==> config.mk <==
export PLATFORM = sky130hd
export DESIGN_NAME = addr_window_decoder
export DESIGN_NICKNAME = d
export VERILOG_FILES = /design/src/rtl/amap_pkg.sv /design/src/rtl/amap_window.sv /design/src/rtl/amap_select.sv /design/src/rtl/amap_ctrl.sv /design/src/rtl/addr_window_decoder.sv
export SDC_FILE = /design/constraint.sdc
export NUM_CORES = 1
export LEC_CHECK = 0
export BUFFER_PORTS_ARGS = -buffer_cell sky130_fd_sc_hd__buf_2
export CORE_ASPECT_RATIO = 2
export CORE_MARGIN = 2
export CORE_UTILIZATION = 50
export CTS_CLUSTER_DIAMETER = 80
export DETAILED_ROUTE_END_ITERATION = 12
export PLACE_DENSITY_LB_ADDON = 0.1
export SLEW_MARGIN = 20
export SYNTH_ARGS = -nofsm -noshare
export SYNTH_HDL_FRONTEND = slang
export SYNTH_HIERARCHICAL = 1
export SYNTH_SLANG_ARGS = --single-unit
==> constraint.sdc <==
create_clock -name clk -period 4.7 [get_ports clk]
set_input_delay 0.47 -clock clk [delete_from_list [all_inputs] [get_ports clk]]
set_output_delay 0.47 -clock clk [all_outputs]
set_load 0.03 [all_outputs]
==> src/rtl/amap_pkg.sv <==
package amap_pkg;

  typedef enum logic [1:0] {
    TGT_EXT = 2'd0,
    TGT_RAM = 2'd1,
    TGT_REG = 2'd2
  } target_e;

  // One-hot select vector ordered {ram, reg, ext}
  function automatic logic [2:0] target_onehot(target_e t);
    case (t)
      TGT_RAM: return 3'b100;
      TGT_REG: return 3'b010;
      default: return 3'b001;
    endcase
  endfunction

endpackage

==> src/rtl/amap_window.sv <==
// Page-relative window comparator: matches one page number and an
// in-page limit, and reports the in-page offset.
module amap_window #(
  parameter int ADDR_W  = 16,
  parameter int FIELD_W = 4,
  parameter int SIZE    = 1024
) (
  input  logic [ADDR_W-1:0]  addr,
  input  logic [FIELD_W-1:0] page,
  output logic               hit,
  output logic [ADDR_W-1:0]  offset
);
  localparam int LOW_W = ADDR_W - FIELD_W;
  localparam int PAGE_SPAN = 1 << LOW_W;

  logic page_match;
  logic low_match;

  assign page_match = (addr[ADDR_W-1 -: FIELD_W] == page);

  generate
    if (SIZE >= PAGE_SPAN) begin : g_full_page
      assign low_match = 1'b1;
    end else begin : g_part_page
      localparam logic [LOW_W-1:0] LIMIT = LOW_W'(SIZE);
      assign low_match = (addr[LOW_W-1:0] < LIMIT);
    end
  endgenerate

  assign hit    = page_match && low_match;
  assign offset = {{FIELD_W{1'b0}}, addr[LOW_W-1:0]};

endmodule

==> src/rtl/amap_select.sv <==
// Resolves the window hits into one target; registers win over RAM.
module amap_select
  import amap_pkg::*;
#(
  parameter int ADDR_W = 16
) (
  input  logic [ADDR_W-1:0] addr,
  input  logic              ram_hit,
  input  logic [ADDR_W-1:0] ram_off,
  input  logic              reg_hit,
  input  logic [ADDR_W-1:0] reg_off,
  output logic              ram_sel,
  output logic              reg_sel,
  output logic              ext_sel,
  output logic [ADDR_W-1:0] offset
);
  target_e tgt;

  always_comb begin
    if (reg_hit)      tgt = TGT_REG;
    else if (ram_hit) tgt = TGT_RAM;
    else              tgt = TGT_EXT;
  end

  always_comb begin
    case (tgt)
      TGT_REG: offset = reg_off;
      TGT_RAM: offset = ram_off;
      default: offset = addr;
    endcase
  end

  assign {ram_sel, reg_sel, ext_sel} = target_onehot(tgt);

endmodule

==> src/rtl/amap_ctrl.sv <==
// Mapping register with a boot-time write window and a written-once lock.
module amap_ctrl #(
  parameter int              DATA_W      = 8,
  parameter int              OPEN_CYCLES = 64,
  parameter logic [DATA_W-1:0] RESET_VAL = 8'h01
) (
  input  logic              clk,
  input  logic              rst_n,
  input  logic              special_mode,
  input  logic              wr_hit,
  input  logic [DATA_W-1:0] wdata,
  output logic [DATA_W-1:0] map_q
);
  localparam int CNT_W = $clog2(OPEN_CYCLES + 1);
  localparam logic [CNT_W-1:0] CNT_LIMIT = CNT_W'(OPEN_CYCLES);

  logic [CNT_W-1:0] age_q;
  logic             written_q;
  logic             window_open;
  logic             accept;

  assign window_open = (age_q < CNT_LIMIT) && !written_q;
  assign accept      = wr_hit && (special_mode || window_open);

  always_ff @(posedge clk) begin
    if (!rst_n) begin
      age_q <= '0;
    end else if (age_q != CNT_LIMIT) begin
      age_q <= age_q + 1'b1;
    end
  end

  always_ff @(posedge clk) begin
    if (!rst_n) begin
      map_q     <= RESET_VAL;
      written_q <= 1'b0;
    end else if (accept) begin
      map_q     <= wdata;
      written_q <= 1'b1;
    end
  end

endmodule

==> src/rtl/addr_window_decoder.sv <==
module addr_window_decoder #(
  parameter int              ADDR_W      = 16,
  parameter int              DATA_W      = 8,
  parameter int              RAM_BYTES   = 1024,
  parameter int              REG_BYTES   = 96,
  parameter int              MAP_OFFSET  = 'h3D,
  parameter int              OPEN_CYCLES = 64,
  parameter logic [DATA_W-1:0] RESET_MAP = 8'h01
) (
  input  logic              clk,
  input  logic              rst_n,
  input  logic              special_mode,
  input  logic [ADDR_W-1:0] addr,
  input  logic              wr_en,
  input  logic [DATA_W-1:0] wdata,
  output logic              ram_sel,
  output logic              reg_sel,
  output logic              ext_sel,
  output logic [ADDR_W-1:0] win_offset,
  output logic              map_hit,
  output logic [DATA_W-1:0] map_value
);
  localparam int FIELD_W = DATA_W / 2;
  localparam logic [ADDR_W-1:0] MAP_OFF = ADDR_W'(MAP_OFFSET);

  logic [DATA_W-1:0] map_q;
  logic              ram_hit, reg_hit;
  logic [ADDR_W-1:0] ram_off, reg_off;

  amap_window #(.ADDR_W(ADDR_W), .FIELD_W(FIELD_W), .SIZE(RAM_BYTES)) u_ram_win (
    .addr(addr), .page(map_q[DATA_W-1 -: FIELD_W]), .hit(ram_hit), .offset(ram_off)
  );

  amap_window #(.ADDR_W(ADDR_W), .FIELD_W(FIELD_W), .SIZE(REG_BYTES)) u_reg_win (
    .addr(addr), .page(map_q[FIELD_W-1:0]), .hit(reg_hit), .offset(reg_off)
  );

  amap_select #(.ADDR_W(ADDR_W)) u_sel (
    .addr(addr), .ram_hit(ram_hit), .ram_off(ram_off),
    .reg_hit(reg_hit), .reg_off(reg_off),
    .ram_sel(ram_sel), .reg_sel(reg_sel), .ext_sel(ext_sel), .offset(win_offset)
  );

  assign map_hit = reg_hit && (reg_off == MAP_OFF);

  amap_ctrl #(.DATA_W(DATA_W), .OPEN_CYCLES(OPEN_CYCLES), .RESET_VAL(RESET_MAP)) u_ctrl (
    .clk(clk), .rst_n(rst_n), .special_mode(special_mode),
    .wr_hit(wr_en && map_hit), .wdata(wdata), .map_q(map_q)
  );

  assign map_value = map_q;

endmodule

; Word-level counts from Yosys, hierarchy flattened
; Index checks and enable logic that the tools add are counted.
; W data, S select, Z words.
[word_totals]
register_bits = 16
input_bits = 28
out_inout_bits = 28
[op_classes]
addsub = 1
magnitude_cmp = 3
n_eq_ne = 6
mux = 4
reduce_logical = 9
[op_table]
columns = operator, n
row1 = $mux W16, 1
row2 = $eq A12 B6 Y1 const B, 1
row3 = $lt A12 B11 Y1 const B, 1
row4 = $lt A12 B7 Y1 const B, 1
row5 = $eq A4 B4 Y1, 2
row6 = $add A7 B1 Y7 const B, 1
row7 = $lt A7 B7 Y1 const B, 1
row8 = $ne A7 B7 Y1 const B, 1
row9 = $logic_and A1 B1 Y1, 6
row10 = $pmux W3 S2, 1
row11 = $eq A2 B1 Y1 const B, 1
row12 = $eq A2 B2 Y1 const B, 1
row13 = $mux W2, 1
row14 = $reduce_or A2 Y1, 1
row15 = $logic_not A1 Y1, 1
row16 = $logic_or A1 B1 Y1, 1
row17 = $mux W1, 1

; Logic depth before layout (Yosys ltp)
[logic_depth]
depth_word = 7
ltp_mapped = 8
depth_no_buf = 7

; Cells and area by module
; Netlist, hierarchy kept.
[by_module_without_submodules]
columns = mod, n_inst, cells_each, area_each_um2, seq_area_each_um2
row1 = amap_ctrl, 1, 78, 723.2, 320.3
row2 = amap_select, 1, 57, 369.1, 0.0
row3 = amap_window (u_ram_win), 1, 26, 187.7, 0.0
row4 = amap_window (u_reg_win), 1, 24, 187.7, 0.0
row5 = addr_window_decoder, 1, 9, 73.8, 0.0

; Least setup slack after synthesis
; OpenSTA, ideal clock, no wires.
[synth_timing]
kind = in2out
start = in addr[11]
end = out win_offset[10]
t_arrival_ns = 2.188
t_required_ns = 4.230
path_slack_ns = 2.042
stages = 6
path_cell_list = or4_1 a2111oi_2 clkbuf_2 buf_2 nand2_1 o21ai_0
[synth_rtl]
columns = item, line_no
row1 = from (decl), addr_window_decoder.sv:13  ; input logic [ADDR_W-1:0] addr,
row2 = to (decl), addr_window_decoder.sv:19  ; output logic [ADDR_W-1:0] win_offset,

; Worst setup path in the final report
[layout_timing]
start = reg u_ctrl.map_q[6]
end = out win_offset[15]
[layout_via]
elab_chain_cells = 7
elab_cells_between_ends = 8
cone_classes = 3 x eq/ne / 3 x mux / 2 x reduce/logical
[layout_rtl]
columns = item, line_no
row1 = from (decl), amap_ctrl.sv:12  ; output logic [DATA_W-1:0] map_q
row2 = from (signal assigned), amap_ctrl.sv:38  ; map_q <= wdata;
row3 = $eq A4 B4 Y1 *, amap_window.sv:19  ; assign page_match = (addr[ADDR_W-1 -: FIELD_W] == page);
row4 = $logic_and A1 B1 Y1 *, amap_window.sv:30  ; assign hit = page_match && low_match;
row5 = named net ram_hit, addr_window_decoder.sv:27  ; logic ram_hit, reg_hit;
row6 = $mux W1 *, amap_select.sv:21  ; else if (ram_hit) tgt = TGT_RAM;
row7 = $mux W2 *, amap_select.sv:20  ; if (reg_hit) tgt = TGT_REG;
row8 = $eq A2 B1 Y1 or $eq A2 B2 Y1 (tied branches), amap_select.sv:26  ; case (tgt)
row9 = $reduce_or A2 Y1 (no source line) *, n/a
row10 = $mux W16 *, amap_select.sv:26
; The timed path passes the listed nets; every way through them passes the cells marked *.

==> impl_metrics.env <==
export IMPL_largest_cells_by_area_after_synthesis="dfxtp_1 21%, mux2i_1 18%, buf_4 16%"
export IMPL_finalSetupViolations=0
export IMPL_fp_row_count=28
export IMPL_cts_repair_resized=0
export IMPL_ys_ff_latch=16
export IMPL_crit_path_required_time_ns=4.23
export IMPL_cts_buffers_inserted=3
export IMPL_dieHeight_um=82.5
export IMPL_clkTransAtPathRegs_ns=0.06
export IMPL_critical_path_max_fanout=18
export IMPL_maxCapViolCount=0
export IMPL_synth_top_area_cell="dfxtp_1"
export IMPL_clock_latency_ns=0.25
export IMPL_clock_skew_final_ns=0.00315
export IMPL_synthDominantCellAreaShare=0.208
export IMPL_worst_endpoint_arrival_ns=2.43
export IMPL_clock_path_buffers=2
export IMPL_die_area_mm2=0.00357
export IMPL_syn_avg_cell_area_um2=7.95
export IMPL_peakVddDrop_uv=218
export IMPL_worst_setup_path_start_kind="flip-flop"
export IMPL_p_int_mw=0.240
export IMPL_drv_slew=0
export IMPL_final_min_period_over_clock_period=0.617
export IMPL_worst_setup_path_type="flip-flop to output pin"
export IMPL_finish_utilization=0.553
export IMPL_syn_area_mm2=0.00154
export IMPL_relative_contribution_of_the_clock_network_to_total_power=0.361
export IMPL_postSynth_asyncResetShare=0
export IMPL_synth_most_common_cell="nand2_1"
export IMPL_yosysSeqAreaShare=0.208
export IMPL_timing_worst_slew_pin_value_ns=0.948
export IMPL_grt_start_max_net_pins=38
export IMPL_rsz0062_at_grt="false"
export IMPL_critical_path_endpoint_type="output pin"
export IMPL_hpwl_mm=2.67
export IMPL_floorplan_initialDensity=0.524
export IMPL_buffers_inserted_by_post_cts_timing_repair=0
export IMPL_finalWorstPathRequiredPeriod_ns=2.90
export IMPL_wl_mm=3.25
export IMPL_post_synth_most_frequent_cells="39 x nand2_1, 33 x buf_4, 28 x mux2i_1"
export IMPL_grt_total_usage=0.183
export IMPL_portBuffers=55
export IMPL_sw_frac_of_total=0.285
export IMPL_route_vias_total=1301
export IMPL_synthDistinctLibCells=36
export IMPL_setup_total_negative_slack_ns=0
export IMPL_dr_wl_cell_um=13.2
export IMPL_maxClockFrequency_ghz=0.345
export IMPL_synth_edff_count=0
export IMPL_overflow=0
export IMPL_floorplan_core_area_mm2=0.00294
export IMPL_layout_nets=248
export IMPL_cts_tree="yes"
export IMPL_worstHoldPathType="input pin to flip-flop"
export IMPL_total_of_fill_cells_in_the_finished_design=312
export IMPL_remaining_drc_errors=0
export IMPL_power_net_switching_mw=0.0956
export IMPL_cts_root_buf="clkbuf_8"
export IMPL_routed_via_density=5.27
export IMPL_areaGrowthSynthToFinish_pct=5.60
export IMPL_via_count_of_the_first_global_routing_pass=1171
export IMPL_total_power_consumption_mw=0.335
export IMPL_power_density_cell_area_mw_per_mm2=206
export IMPL_power_frac_comb=0.221
export IMPL_cts_sinks=16
export IMPL_antenna_cells_inserted=0
export IMPL_fp_dieW_um=43.3
export IMPL_grt_pass1_wl_mm=5.01
export IMPL_layout_cell_area_non_filler_mm2=0.00163
export IMPL_ys_flop_type="dfxtp_1"
export IMPL_place_gp_congestion=0.773
export IMPL_post_dp_cell_area_mm2=0.00157
export IMPL_timing_slew_headroom=0.368
export IMPL_postCtsHoldBufs=0
export IMPL_number_of_antenna_violations_at_the_first_check_in_global_routing=0
export IMPL_sequentialPowerShare=0.418
export IMPL_count_of_tritonroute_iterations_in_the_first_routing_pass=4
export IMPL_antenna_violating_nets_post_route=0
export IMPL_first_iter_violations=17
export IMPL_final_hold_violation_count=0
export IMPL_num_io_pins=56
export IMPL_yosysWarningCount=6
export IMPL_clock_tree_htree_level_count=1
export IMPL_synthCells=194
export IMPL_post_route_cells_drive_above_1_share=0.313
export IMPL_run_status="complete, no violations"
export IMPL_total_leakage_power_nw=0.665
critical path, cell delays in order, from the launching register on:
cell and delay [ns]:
dfxtp_1 0.39, inv_1 0.07, a2111oi_2 0.30, and3b_1 0.84
mux2i_1 0.33, o21ai_2 0.06, buf_2 0.18
metal layers:
metal  track usage  wire length, um
met4         0.106              104
met1         0.163             1080
met2         0.376             1940
met3        0.0152              124
met5             0                0
placed cells by master (no fill, tap or decap), types with 2 or more instances in the layout:
| master | instances |
|---|---|
| nor4b_2 | 2 |
| dfxtp_1 | 16 |
| mux2i_1 | 28 |
| o21ai_0 | 8 |
| inv_1 | 6 |
| xor2_1 | 2 |
| o21a_1 | 2 |
| nor2b_1 | 3 |
| nand2b_1 | 2 |
| xnor2_1 | 6 |
| nand2_1 | 39 |
| buf_2 | 55 |
| clkbuf_8 | 4 |
| and3_1 | 3 |
| nand3_1 | 2 |
| nor2_1 | 6 |
| nand4_1 | 2 |
| o21ai_1 | 7 |
| conb_1 | 8 |
| ha_1 | 2 |
power by group through the flow:
stage / clock (mW) / combinational [mW] / sequential (mW)
2_1_floorplan: 0 / 0.0659 / 0.143
3_3_place_gp: 0 / 0.0720 / 0.143
3_5_place_dp: 0 / 0.0742 / 0.143
4_1_cts: 0.125 / 0.0749 / 0.140
5_1_grt: 0.130 / 0.0812 / 0.140
6_report: 0.121 / 0.0741 / 0.140
layout make-up:
type                    count  area [um2]  share of cell area
flip-flops and latches     16         320               0.197
repair buffers             56         283               0.174
multi-input cells         135         910               0.559
well taps                  30        37.5              0.0231
inverters                   6        22.5              0.0138
clock buffers               4        55.1              0.0338
stage by stage:
step           cells  setup WS (ns)  hold WS, ns
2_1_floorplan    200           2.04        0.441
3_3_place_gp     243           1.80        0.476
3_5_place_dp     243           1.75        0.487
4_1_cts          247           1.76        0.462
5_1_grt          247           1.59        0.471
6_report         247           1.80        0.462
state kept, by name, indices dropped and copies added (netlist names):
name / count
u_ctrl/age_q: 7
u_ctrl/map_q: 8
u_ctrl/written_q: 1
path summary, 6_finish.rpt:
check | from | to | slack, ns | cells past startpoint
hold / removal | wdata[4] | u_ctrl/map_q[4]$_SDFFE_PN0P_ | 0.46 | 3
setup reg to reg | u_ctrl/map_q[3]$_SDFFE_PN0P_ | u_ctrl/map_q[1]$_SDFFE_PN0P_ | 2.31 | 8
setup / recovery | u_ctrl/map_q[6]$_SDFFE_PN0P_ | win_offset[15] | 1.80 | 6
hold reg to reg | u_ctrl/map_q[4]$_SDFFE_PN0P_ | u_ctrl/map_q[4]$_SDFFE_PN0P_ | 0.50 | 2
cell families (layout without fill, tap and decap cells):
logic type	count (synthesis)	count (layout)	synth area share
simple gates	67	67	0.225
buf+inv	49	66	0.225
mux	28	28	0.182
compound gates	22	22	0.0942
flops	16	16	0.208
xor+xnor	8	8	0.0455
fa+ha+maj	2	2	0.0162
other cells	2	8	0.00487
No activity file was read; power rests on OpenSTA's default activity.
